--- src/rtl/rsg_pkg.sv ---
package rsg_pkg;

    localparam int CNT_W  = 12;
    localparam int CTRL_W = 12;

    // control word field positions
    localparam int SEL0_BIT  = 0;
    localparam int SEL1_BIT  = 1;
    localparam int MODE_LO   = 3;
    localparam int MODE_HI   = 4;
    localparam int POL_LO    = 5;
    localparam int POL_HI    = 8;
    localparam int RUN_BIT   = 10;

    typedef logic [CNT_W-1:0] cnt_t;

    localparam cnt_t CNT_ONE = cnt_t'(1);
    localparam cnt_t CNT_MAX = '1;

    typedef struct packed {
        cnt_t fp_end;
        cnt_t sync_end;
        cnt_t blank_end;
        cnt_t total;
    } axis_cfg_t;

    typedef struct packed {
        cnt_t start;
        cnt_t stop;
    } window_t;

    typedef struct packed {
        logic blank;
        logic sync;
        logic gate;
    } axis_raw_t;

    typedef struct packed {
        logic vaux;
        logic haux;
        logic sync;
        logic blank;
    } pins_t;

    function automatic logic in_window(input cnt_t x, input window_t w);
        if (w.start <= w.stop) return (x >= w.start) && (x < w.stop);
        else                   return (x >= w.start) || (x < w.stop);
    endfunction

endpackage

--- src/rtl/rsg_hcount.sv ---
module rsg_hcount
    import rsg_pkg::*;
(
    input  logic      clk,
    input  logic      rst,
    input  logic      restart,
    input  logic      run,
    input  logic      ilace,
    input  axis_cfg_t cfg,
    input  window_t   gate,
    output cnt_t      hc,
    output axis_raw_t raw,
    output logic      vstep,
    output logic      vblank_pt,
    output logic      vsync_pt
);

    cnt_t half;
    cnt_t hc_next;
    logic line_end;

    always_comb begin
        half      = cfg.total >> 1;
        line_end  = (hc == cfg.total) || (hc == CNT_MAX);
        hc_next   = line_end ? CNT_ONE : hc + CNT_ONE;
        vstep     = line_end || (ilace && (hc == half));
        vblank_pt = (hc == CNT_ONE) || (ilace && (hc == half + CNT_ONE));
        vsync_pt  = (hc == cfg.fp_end) || (ilace && (hc == cfg.fp_end + half));
        raw.blank = hc < cfg.blank_end;
        raw.sync  = (hc >= cfg.fp_end) && (hc < cfg.sync_end);
        raw.gate  = in_window(hc, gate);
    end

    always_ff @(posedge clk) begin
        if (rst || restart) hc <= CNT_ONE;
        else if (run)       hc <= hc_next;
    end


    hc_nonzero_chk: assert property (@(posedge clk) disable iff (rst) hc != '0);

    line_wrap_chk: assert property (@(posedge clk) disable iff (rst)
        (run && !restart && hc == cfg.total) |=> hc == CNT_ONE);

    hc_hold_chk: assert property (@(posedge clk) disable iff (rst)
        (!run && !restart) |=> $stable(hc));

    hc_restart_chk: assert property (@(posedge clk) disable iff (rst)
        restart |=> hc == CNT_ONE);

    hc_rollover_chk: assert property (@(posedge clk) disable iff (rst)
        (run && !restart && hc == CNT_MAX) |=> hc == CNT_ONE);

endmodule

--- src/rtl/rsg_vcount.sv ---
module rsg_vcount
    import rsg_pkg::*;
(
    input  logic      clk,
    input  logic      rst,
    input  logic      restart,
    input  logic      run,
    input  logic      ilace,
    input  axis_cfg_t cfg,
    input  window_t   gate,
    input  logic      vstep,
    input  logic      vblank_pt,
    input  logic      vsync_pt,
    output cnt_t      vc,
    output logic      odd,
    output axis_raw_t raw
);

    cnt_t      vc_next;
    logic      wrap;
    axis_raw_t held;

    always_comb begin
        wrap      = (vc == cfg.total) || (vc == CNT_MAX);
        vc_next   = wrap ? CNT_ONE : vc + CNT_ONE;
        raw.blank = vblank_pt ? (vc < cfg.blank_end) : held.blank;
        raw.gate  = vblank_pt ? in_window(vc, gate) : held.gate;
        raw.sync  = vsync_pt ? ((vc >= cfg.fp_end) && (vc < cfg.sync_end)) : held.sync;
    end

    always_ff @(posedge clk) begin
        if (rst || restart) begin
            vc   <= CNT_ONE;
            odd  <= 1'b1;
            held <= '0;
        end else if (run) begin
            held <= raw;
            if (vstep) begin
                vc <= vc_next;
                if (ilace && (vc == cfg.total)) odd <= ~odd;
            end
        end
    end


    field_flip_chk: assert property (@(posedge clk) disable iff (rst)
        (run && !restart && vstep && ilace && vc == cfg.total) |=> (odd != $past(odd)));

    vc_step_only_chk: assert property (@(posedge clk) disable iff (rst)
        (run && !restart && !vstep) |=> $stable(vc));

    vc_restart_chk: assert property (@(posedge clk) disable iff (rst)
        restart |=> (vc == CNT_ONE) && odd);

endmodule

--- src/rtl/rsg_outmux.sv ---
module rsg_outmux
    import rsg_pkg::*;
(
    input  logic       clk,
    input  logic       rst,
    input  logic       run,
    input  logic [1:0] sel,
    input  logic       ilace,
    input  pins_t      pol,
    input  axis_raw_t  hraw,
    input  axis_raw_t  vraw,
    input  logic       odd,
    output pins_t      pins,
    output logic       odd_o
);

    pins_t act_d;
    pins_t act_q;

    always_comb begin
        act_d.blank = sel[0] ? vraw.blank : (hraw.blank | vraw.blank);
        act_d.haux  = sel[0] ? hraw.blank : hraw.gate;
        act_d.sync  = sel[1] ? vraw.sync  : (hraw.sync | vraw.sync);
        act_d.vaux  = sel[1] ? hraw.sync  : vraw.gate;
        pins        = act_q ^ ~pol;
    end

    always_ff @(posedge clk) begin
        if (rst) begin
            act_q <= '0;
            odd_o <= 1'b1;
        end else if (run) begin
            act_q <= act_d;
            odd_o <= ilace ? odd : 1'b1;
        end
    end


    prog_odd_chk: assert property (@(posedge clk) disable iff (rst)
        (run && !ilace) |=> odd_o);

    comp_blank_chk: assert property (@(posedge clk) disable iff (rst)
        (run && !sel[0] && hraw.blank) |=> act_q.blank);

    out_hold_chk: assert property (@(posedge clk) disable iff (rst)
        !run |=> ($stable(act_q) && $stable(odd_o)));

endmodule

--- src/rtl/raster_sync_gen.sv ---
module raster_sync_gen
    import rsg_pkg::*;
(
    input  logic              clk,
    input  logic              rst,
    input  logic              restart_i,
    input  logic [CTRL_W-1:0] ctrl_i,
    input  logic [CNT_W-1:0]  h_fp_end_i,
    input  logic [CNT_W-1:0]  h_sync_end_i,
    input  logic [CNT_W-1:0]  h_blank_end_i,
    input  logic [CNT_W-1:0]  h_total_i,
    input  logic [CNT_W-1:0]  v_fp_end_i,
    input  logic [CNT_W-1:0]  v_sync_end_i,
    input  logic [CNT_W-1:0]  v_blank_end_i,
    input  logic [CNT_W-1:0]  v_total_i,
    input  logic [CNT_W-1:0]  hgate_start_i,
    input  logic [CNT_W-1:0]  hgate_end_i,
    input  logic [CNT_W-1:0]  vgate_start_i,
    input  logic [CNT_W-1:0]  vgate_end_i,
    output logic              blank_o,
    output logic              sync_o,
    output logic              haux_o,
    output logic              vaux_o,
    output logic              odd_field_o
);

    axis_cfg_t hcfg, vcfg;
    window_t   hwin, vwin;
    axis_raw_t hraw, vraw;
    pins_t     pol, pins;
    cnt_t      hc, vc;
    logic      run, ilace, vstep, vblank_pt, vsync_pt, odd;
    logic      ctrl_unused;

    assign hcfg  = '{fp_end: h_fp_end_i, sync_end: h_sync_end_i,
                     blank_end: h_blank_end_i, total: h_total_i};
    assign vcfg  = '{fp_end: v_fp_end_i, sync_end: v_sync_end_i,
                     blank_end: v_blank_end_i, total: v_total_i};
    assign hwin  = '{start: hgate_start_i, stop: hgate_end_i};
    assign vwin  = '{start: vgate_start_i, stop: vgate_end_i};
    assign run   = ctrl_i[RUN_BIT];
    assign ilace = (ctrl_i[MODE_HI:MODE_LO] == 2'b00);
    assign pol   = ctrl_i[POL_HI:POL_LO];
    assign ctrl_unused = ^{ctrl_i[CTRL_W-1], ctrl_i[RUN_BIT-1], ctrl_i[SEL1_BIT+1]};

    rsg_hcount u_h (
        .clk(clk), .rst(rst), .restart(restart_i), .run(run), .ilace(ilace),
        .cfg(hcfg), .gate(hwin), .hc(hc), .raw(hraw),
        .vstep(vstep), .vblank_pt(vblank_pt), .vsync_pt(vsync_pt)
    );

    rsg_vcount u_v (
        .clk(clk), .rst(rst), .restart(restart_i), .run(run), .ilace(ilace),
        .cfg(vcfg), .gate(vwin), .vstep(vstep), .vblank_pt(vblank_pt),
        .vsync_pt(vsync_pt), .vc(vc), .odd(odd), .raw(vraw)
    );

    rsg_outmux u_o (
        .clk(clk), .rst(rst), .run(run),
        .sel({ctrl_i[SEL1_BIT], ctrl_i[SEL0_BIT]}), .ilace(ilace), .pol(pol),
        .hraw(hraw), .vraw(vraw), .odd(odd), .pins(pins), .odd_o(odd_field_o)
    );

    assign blank_o = pins.blank;
    assign sync_o  = pins.sync;
    assign haux_o  = pins.haux;
    assign vaux_o  = pins.vaux;


    reset_odd_chk: assert property (@(posedge clk) rst |=> odd_field_o);

    restart_pair_chk: assert property (@(posedge clk) disable iff (rst)
        restart_i |=> (hc == CNT_ONE) && (vc == CNT_ONE));

endmodule

--- config.mk ---
export PLATFORM = sky130hd
export DESIGN_NAME = raster_sync_gen
export DESIGN_NICKNAME = d
export VERILOG_FILES = /design/src/rtl/rsg_pkg.sv /design/src/rtl/rsg_hcount.sv /design/src/rtl/rsg_vcount.sv /design/src/rtl/rsg_outmux.sv /design/src/rtl/raster_sync_gen.sv
export SDC_FILE = /design/constraint.sdc
export NUM_CORES = 1
export LEC_CHECK = 0
export BUFFER_PORTS_ARGS = -buffer_cell sky130_fd_sc_hd__clkbuf_2
export CORE_ASPECT_RATIO = 0.6
export CORE_MARGIN = 2
export CORE_UTILIZATION = 55
export DETAILED_ROUTE_END_ITERATION = 8
export PLACE_DENSITY = 0.86
export SYNTH_ARGS = -nofsm -noshare
export SYNTH_HDL_FRONTEND = slang
export SYNTH_SLANG_ARGS = --single-unit
--- constraint.sdc ---
create_clock -name clk -period 3.25 [get_ports clk]
set_clock_uncertainty 0.2 [all_clocks]
set_input_delay 0.65 -clock clk [delete_from_list [all_inputs] [get_ports clk]]
set_output_delay 0.65 -clock clk [all_outputs]
set_load 0.05 [all_outputs]
==> impl_metrics.toml, run 1 <==
[clocking]
cts_tree = "yes"
cts_sinks = 33
cts_max_path_buffers = 2
cts_buffers = 5
insertion_delay_ns = 0.28
postCtsHoldBufs = 0
post_cts_buffers = 0
clkTransAtPathRegs_ns = 0.06
htreeDepth = 2
root_buffer = "clkbuf_16"

[worst_setup_path]
cp_slowest_cell = "fa_2"
r2r_setup_slack_ns = 0.22
cp_max_fo = 3
critPathKind = "input port to flop"
worst-path-stages = 12
crit_chain = "clkbuf_2 -> ha_1 -> inv_1 -> fa_2 -> xor2_1 -> o2111ai_1 -> a211oi_1 -> and4b_1 -> nand4_1 -> a2111oi_4 -> o21ai_1 -> a311oi_1"
cp-start-kind = "input port"
cp-end-kind = "flop"
reg2reg_depth = 9
slowest_delay_ns = 0.54
crit_path_start = "h_fp_end_i[0]"
r2r_start = "u_h.hc[5]"
critPathTopFamily = "compound AO/OA/AOI/OAI gates"
crit_arrival_ns = 3.12
endpoint = "u_o.act_q[1]"
crit_buf_inv = 2
rr_endpoint = "u_o.act_q[1]"
crit_required_ns = 3.23

[synth]
yosys-top-cells-area = "ha_1, dfxtp_1, inv_1"
synth-edff-count = 0
ys_warn_count = 0
synth_seq_cells = 33
synth.distinct_cells = 69
synth_top_area_share_pct = 29.81
syn_area_um2 = 6422
synth.largest_area_cell = "ha_1"
syn_avg_cell_area_um2 = 7.757
synth_nets = 1141
synthCells = 828
yosysSeqAreaShare_pct = 10.29
ys.flop_type = "dfxtp_1"
async_flop_share_pct = 0

[layout]
mostFrequentLayoutCells = "clkbuf_2, ha_1, inv_1"
n_antenna_cell = 0
syn_to_final_growth_pct = 23.42
final_cells = 1189
final_common_cell = "clkbuf_2"
nets = 1341
drive_gt1_share_pct = 23.32

[sta]
fin_crit_ns = 3.136
setup_viol = 0
worst_slack_ns = 0.1142
hold_viol_final = 0
fin_crit_sh_pct = 96.48
grt_setup_unrepaired = "no"
tns_ns = 0
fmax_mhz = 318.9
tightest_slew_ns = 0.6725
max-slew-margin-rel_pct = 55.11
report.final.slew_viol_count = 0

[power]
peakVddDrop_mv = 0.2382
p_per_area_nw_per_um2 = 211.1
total_power_mw = 1.673
leakage_nw = 4.356

[global_route]
grt_pass1_wl_um = 32360
grt_overflow = 0
grt_max_degree = 21
antenna_found_initial = 0
grt_pass1_vias = 6414
track_usage_pct = 32.70

[routing]
drtIter0Drc = 653
viasPerCell = 5.793
drcViolationCount = 0
drt_wl_total_um = 20620
ant_nets = 0
vias = 6888
drt_pass1_iterations = 6
wl_per_cell_um = 17.34

[floorplan]
initial_utilization_pct = 56.66
die_area_um2 = 12590
ioPinCount = 164
fp.dieW_um = 143.5
die_h_um = 87.71
row_count = 30
core_area_um2 = 11340

[flow_run]
drv_cap = 0

[place]
dp_cells = 1181
portBuffers = 160
dp_hpwl_um = 17100
place_congestion = 1.011
dp_slack_ns = -0.3146

[outcome]
status = "complete, no violations"

[hold_path]
holdCritPathClass = "flop to flop"
==> routing by layer <==
| metal | GRT usage (%) | vias up | share of wire [%] |
|---|---|---|---|
| met5 | 0 | - | 0.22 |
| met4 | 6.328 | 2 | 1.4 |
| met3 | 7.053 | 39 | 12 |
| met2 | 47.66 | 434 | 39 |
| met1 | 49.26 | 3057 | 47 |
| li1 | - | 3356 | - |
==> power breakdown <==
group / switching [mW] / internal (mW) / total (mW)
combinational: 0.350 / 0.289 / 0.640
clock: 0.176 / 0.438 / 0.614
sequential: 0.00861 / 0.411 / 0.419
==> worst min-delay path by stage <==
| stage | start | endpoint | slack [ns] | cells after the start |
|---|---|---|---|---|
| final | u_v.held[1] | u_v.held[1] | 0.28 | 2 |
| after global routing | u_v.held[1] | u_v.held[1] | 0.30 | 2 |
| after detailed placement | u_v.held[1] | u_v.held[1] | 0.27 | 2 |
| after global placement | u_v.held[1] | u_v.held[1] | 0.25 | 2 |
| after floorplan | u_v.held[1] | u_v.held[1] | 0.24 | 2 |
| after CTS | u_v.held[1] | u_v.held[1] | 0.27 | 2 |
==> synth_stat cells (12+ instances only) <==
master / instances
nor3_1: 20
xor2_1: 24
nand2b_1: 12
inv_1: 135
a21oi_1: 42
dfxtp_1: 33
nand2_1: 39
nand4_1: 29
nand3_1: 15
nor2_1: 53
ha_1: 153
o21ai_0: 37
a21o_1: 21
xnor2_1: 54
==> metrics by stage <==
| step | hold slack [ns] | instance area [µm²] | util (%) |
|---|---|---|---|
| 6_report | 0.2796 | 7926 | 69.92 |
| 5_1_grt | 0.2979 | 7926 | 69.92 |
| 4_1_cts | 0.2736 | 7911 | 69.79 |
| 3_5_place_dp | 0.2661 | 7715 | 68.06 |
| 3_3_place_gp | 0.2506 | 7715 | 68.06 |
| 2_1_floorplan | 0.2382 | 6422 | - |
==> logic make-up after synthesis <==
family                     count (synthesis)  synth area share, %
AOI/OAI and AO/OA                        178                19.19
xor gates and xnor gates                  79                11.01
adders and majority gates                155                30.27
buffers and inverters                    154                9.429
DFF                                       33                10.29
muxes                                      9                1.422
and+or+nand+nor                          220                18.39
==> tightest hold or removal path: stages, from the launching register on <==
cell and delay [ns]:
dfxtp_1 0.32, nand2_1 0.05, mux2i_1 0.06
==> sequential cells by signal, summed over array words and instances, names as in the netlist <==
signal,cells
u_h.hc,12
u_v.vc,12
u_o.act_q,4
u_v.held,3
u_o.odd_o,1
u_v.odd,1
==> timing repair <==
| action | CTS | global route |
|---|---|---|
| gates resized for setup | 1 | 3 |
| setup endpoints to repair | 1 | 2 |
| pin swaps | 0 | 3 |
==> cell type report <==
class / count / area, µm²
clock buffer: 5 / 125.1
clock inverter: 3 / 65.06
fill: 927 / 3410
inverter: 135 / 506.7
multi-input combinational: 641 / 5177
sequential: 33 / 660.6
tap: 160 / 200.2
timing repair buffer: 212 / 1191
(Power assumes the default switching activity.)
==> run 2, diff against run 1 <==
- BUFFER_PORTS_ARGS: -buffer_cell sky130_fd_sc_hd__clkbuf_2 -> -buffer_cell sky130_fd_sc_hd__buf_2
==> run 2 against run 1 <==
Setup slack improved by 0.030 ns. Sequential power barely moved. Combinational power barely moved. Non-clock buffer count did not move. Count of clock-buffer cells in the layout rose by 1. Sequential cell count did not move. Routed wire length fell by 1.5%. Clock power fell by 22%. Die area did not move. Register-to-register slack improved by 0.09 ns. Hold slack improved by 0.0082 ns. Via count barely moved.
==> impl_metrics.toml, run 2 (same netlist as run 1, synthesis figures left out) <==
[place]
dp_slack_ns = -0.3070
portBuffers = 160
place_congestion = 1.005
dp_hpwl_um = 17080

[clocking]
cts_tree = "yes"
clkTransAtPathRegs_ns = 0.06
cts_max_path_buffers = 2
cts_sinks = 33
htreeDepth = 2
insertion_delay_ns = 0.28
root_buffer = "clkbuf_16"
postCtsHoldBufs = 0
cts_buffers = 5

[worst_setup_path]
r2r_setup_slack_ns = 0.31
crit_path_start = "h_fp_end_i[0]"
rr_endpoint = "u_o.act_q[2]"
cp-start-kind = "input port"
critPathKind = "input port to flop"
r2r_start = "u_h.hc[8]"
reg2reg_depth = 9
cp_slowest_cell = "fa_1"
slowest_delay_ns = 0.39
endpoint = "u_o.act_q[1]"
cp_max_fo = 3
crit_required_ns = 3.24
cp-end-kind = "flop"
crit_chain = "buf_2 -> ha_1 -> inv_1 -> fa_1 -> buf_4 -> xor3_1 -> o31ai_1 -> a211oi_1 -> and4b_1 -> nand4_1 -> a2111oi_4 -> o21ai_1 -> a311oi_1"
crit_arrival_ns = 3.10

[power]
peakVddDrop_mv = 0.1832
leakage_nw = 4.296
p_per_area_nw_per_um2 = 194.4

[flow_run]
drv_cap = 0

[routing]
drt_wl_total_um = 20320
ant_nets = 0
drtIter0Drc = 750
wl_per_cell_um = 17.11
vias = 6886
drt_pass1_iterations = 5
drcViolationCount = 0
viasPerCell = 5.796

[floorplan]
die_h_um = 87.71
initial_utilization_pct = 56.66
ioPinCount = 164
die_area_um2 = 12590
core_area_um2 = 11340
row_count = 30
fp.dieW_um = 143.5

[sta]
fin_crit_ns = 3.106
hold_viol_final = 0
max-slew-margin-rel_pct = 55.28
worst_slack_ns = 0.1439
report.final.slew_viol_count = 0
grt_setup_unrepaired = "no"
hold-worst-slack_ns = 0.2878
fmax_mhz = 322.0
tns_ns = 0
setup_viol = 0
fin_crit_sh_pct = 95.57
tightest_slew_ns = 0.6624

[hold_path]
holdCritPathClass = "flop to flop"

[layout]
final_common_cell = "buf_2"
drive_gt1_share_pct = 23.25
largestRegisters = "u_h.hc x12, u_v.vc x12, u_o.act_q x4"
mostFrequentLayoutCells = "buf_2, ha_1, inv_1"
syn_to_final_growth_pct = 22.79
n_antenna_cell = 0
nets = 1341

[global_route]
grt_max_degree = 21
antenna_found_initial = 0
grt_pass1_wl_um = 31940
grt_pass1_vias = 6525
grt_overflow = 0
track_usage_pct = 32.04

[outcome]
status = "complete, no violations"
==> run 2: cell types whose count changed in the layout (fill, tap and decap cells not counted) <==
cell,previous run,this run
o21ai_1,2,3
clkbuf_8,0,1
fa_1,0,1
clkbuf_2,160,0
clkinv_2,1,0
buf_2,0,160
o21ai_0,36,35
fa_2,1,0
bufinv_16,2,0
a311oi_1,2,1
clkinvlp_4,0,1
a311oi_2,1,2
==> run 2: per-stage QoR <==
| step | area (µm²) | std cells | utilization [%] | power, mW |
|---|---|---|---|---|
| after floorplan | 6422 | 828 | - | 0.7864 |
| after global placement | 7715 | 1181 | 68.06 | 1.020 |
| after detailed placement | 7715 | 1181 | 68.06 | 1.038 |
| after CTS | 7868 | 1188 | 69.40 | 1.514 |
| after global routing | 7886 | 1188 | 69.57 | 1.622 |
| final | 7886 | 1188 | 69.57 | 1.533 |
==> run 2: per-layer routing <==
layer	up-vias	global-route usage [%]	part of all wire, %
li1	3361	-	-
met2	366	47.79	40
met5	-	0	0
met3	37	6.178	11
met4	0	6.863	1.5
met1	3122	47.64	48
==> run 2: critical path: cells and delay by family <==
family          cells  cell delay, ns
buf+inv             3            0.29
compound gates      5            0.95
xor+xnor            1            0.29
fa+ha+maj           2            0.55
simple gates        2            0.37
==> run 2: final cells by class <==
class | instances | area (µm²)
flip-flops and latches | 33 | 660.6
fillers | 921 | 3450
inverters | 135 | 506.7
multi-input cells | 641 | 5181
clock buffers | 6 | 138.9
well taps | 160 | 200.2
clock inverters | 1 | 7.507
repair buffers | 212 | 1191
==> run 2: worst min-delay path by stage <==
stage | startpoint | to | slack, ns | depth (start not counted)
after floorplan | u_v.held[1] | u_v.held[1] | 0.24 | 2
after global placement | u_v.held[1] | u_v.held[1] | 0.25 | 2
after detailed placement | u_v.held[1] | u_v.held[1] | 0.28 | 2
after CTS | u_v.held[1] | u_v.held[1] | 0.29 | 2
after global routing | u_v.held[1] | u_v.held[1] | 0.32 | 2
final | u_v.held[1] | u_v.held[1] | 0.29 | 2
==> run 2: what timing repair did <==
| action | CTS | global route |
|---|---|---|
| gates cloned | 0 | 0 |
| pin swaps | 0 | 3 |
| setup endpoints to repair | 1 | 2 |
| setup buffers | 0 | 0 |
| resized for setup | 1 | 4 |
==> run 2: power breakdown <==
group | internal (mW) | switching [mW]
clock network | 0.300 | 0.177
registers | 0.411 | 0.00919
logic | 0.290 | 0.347
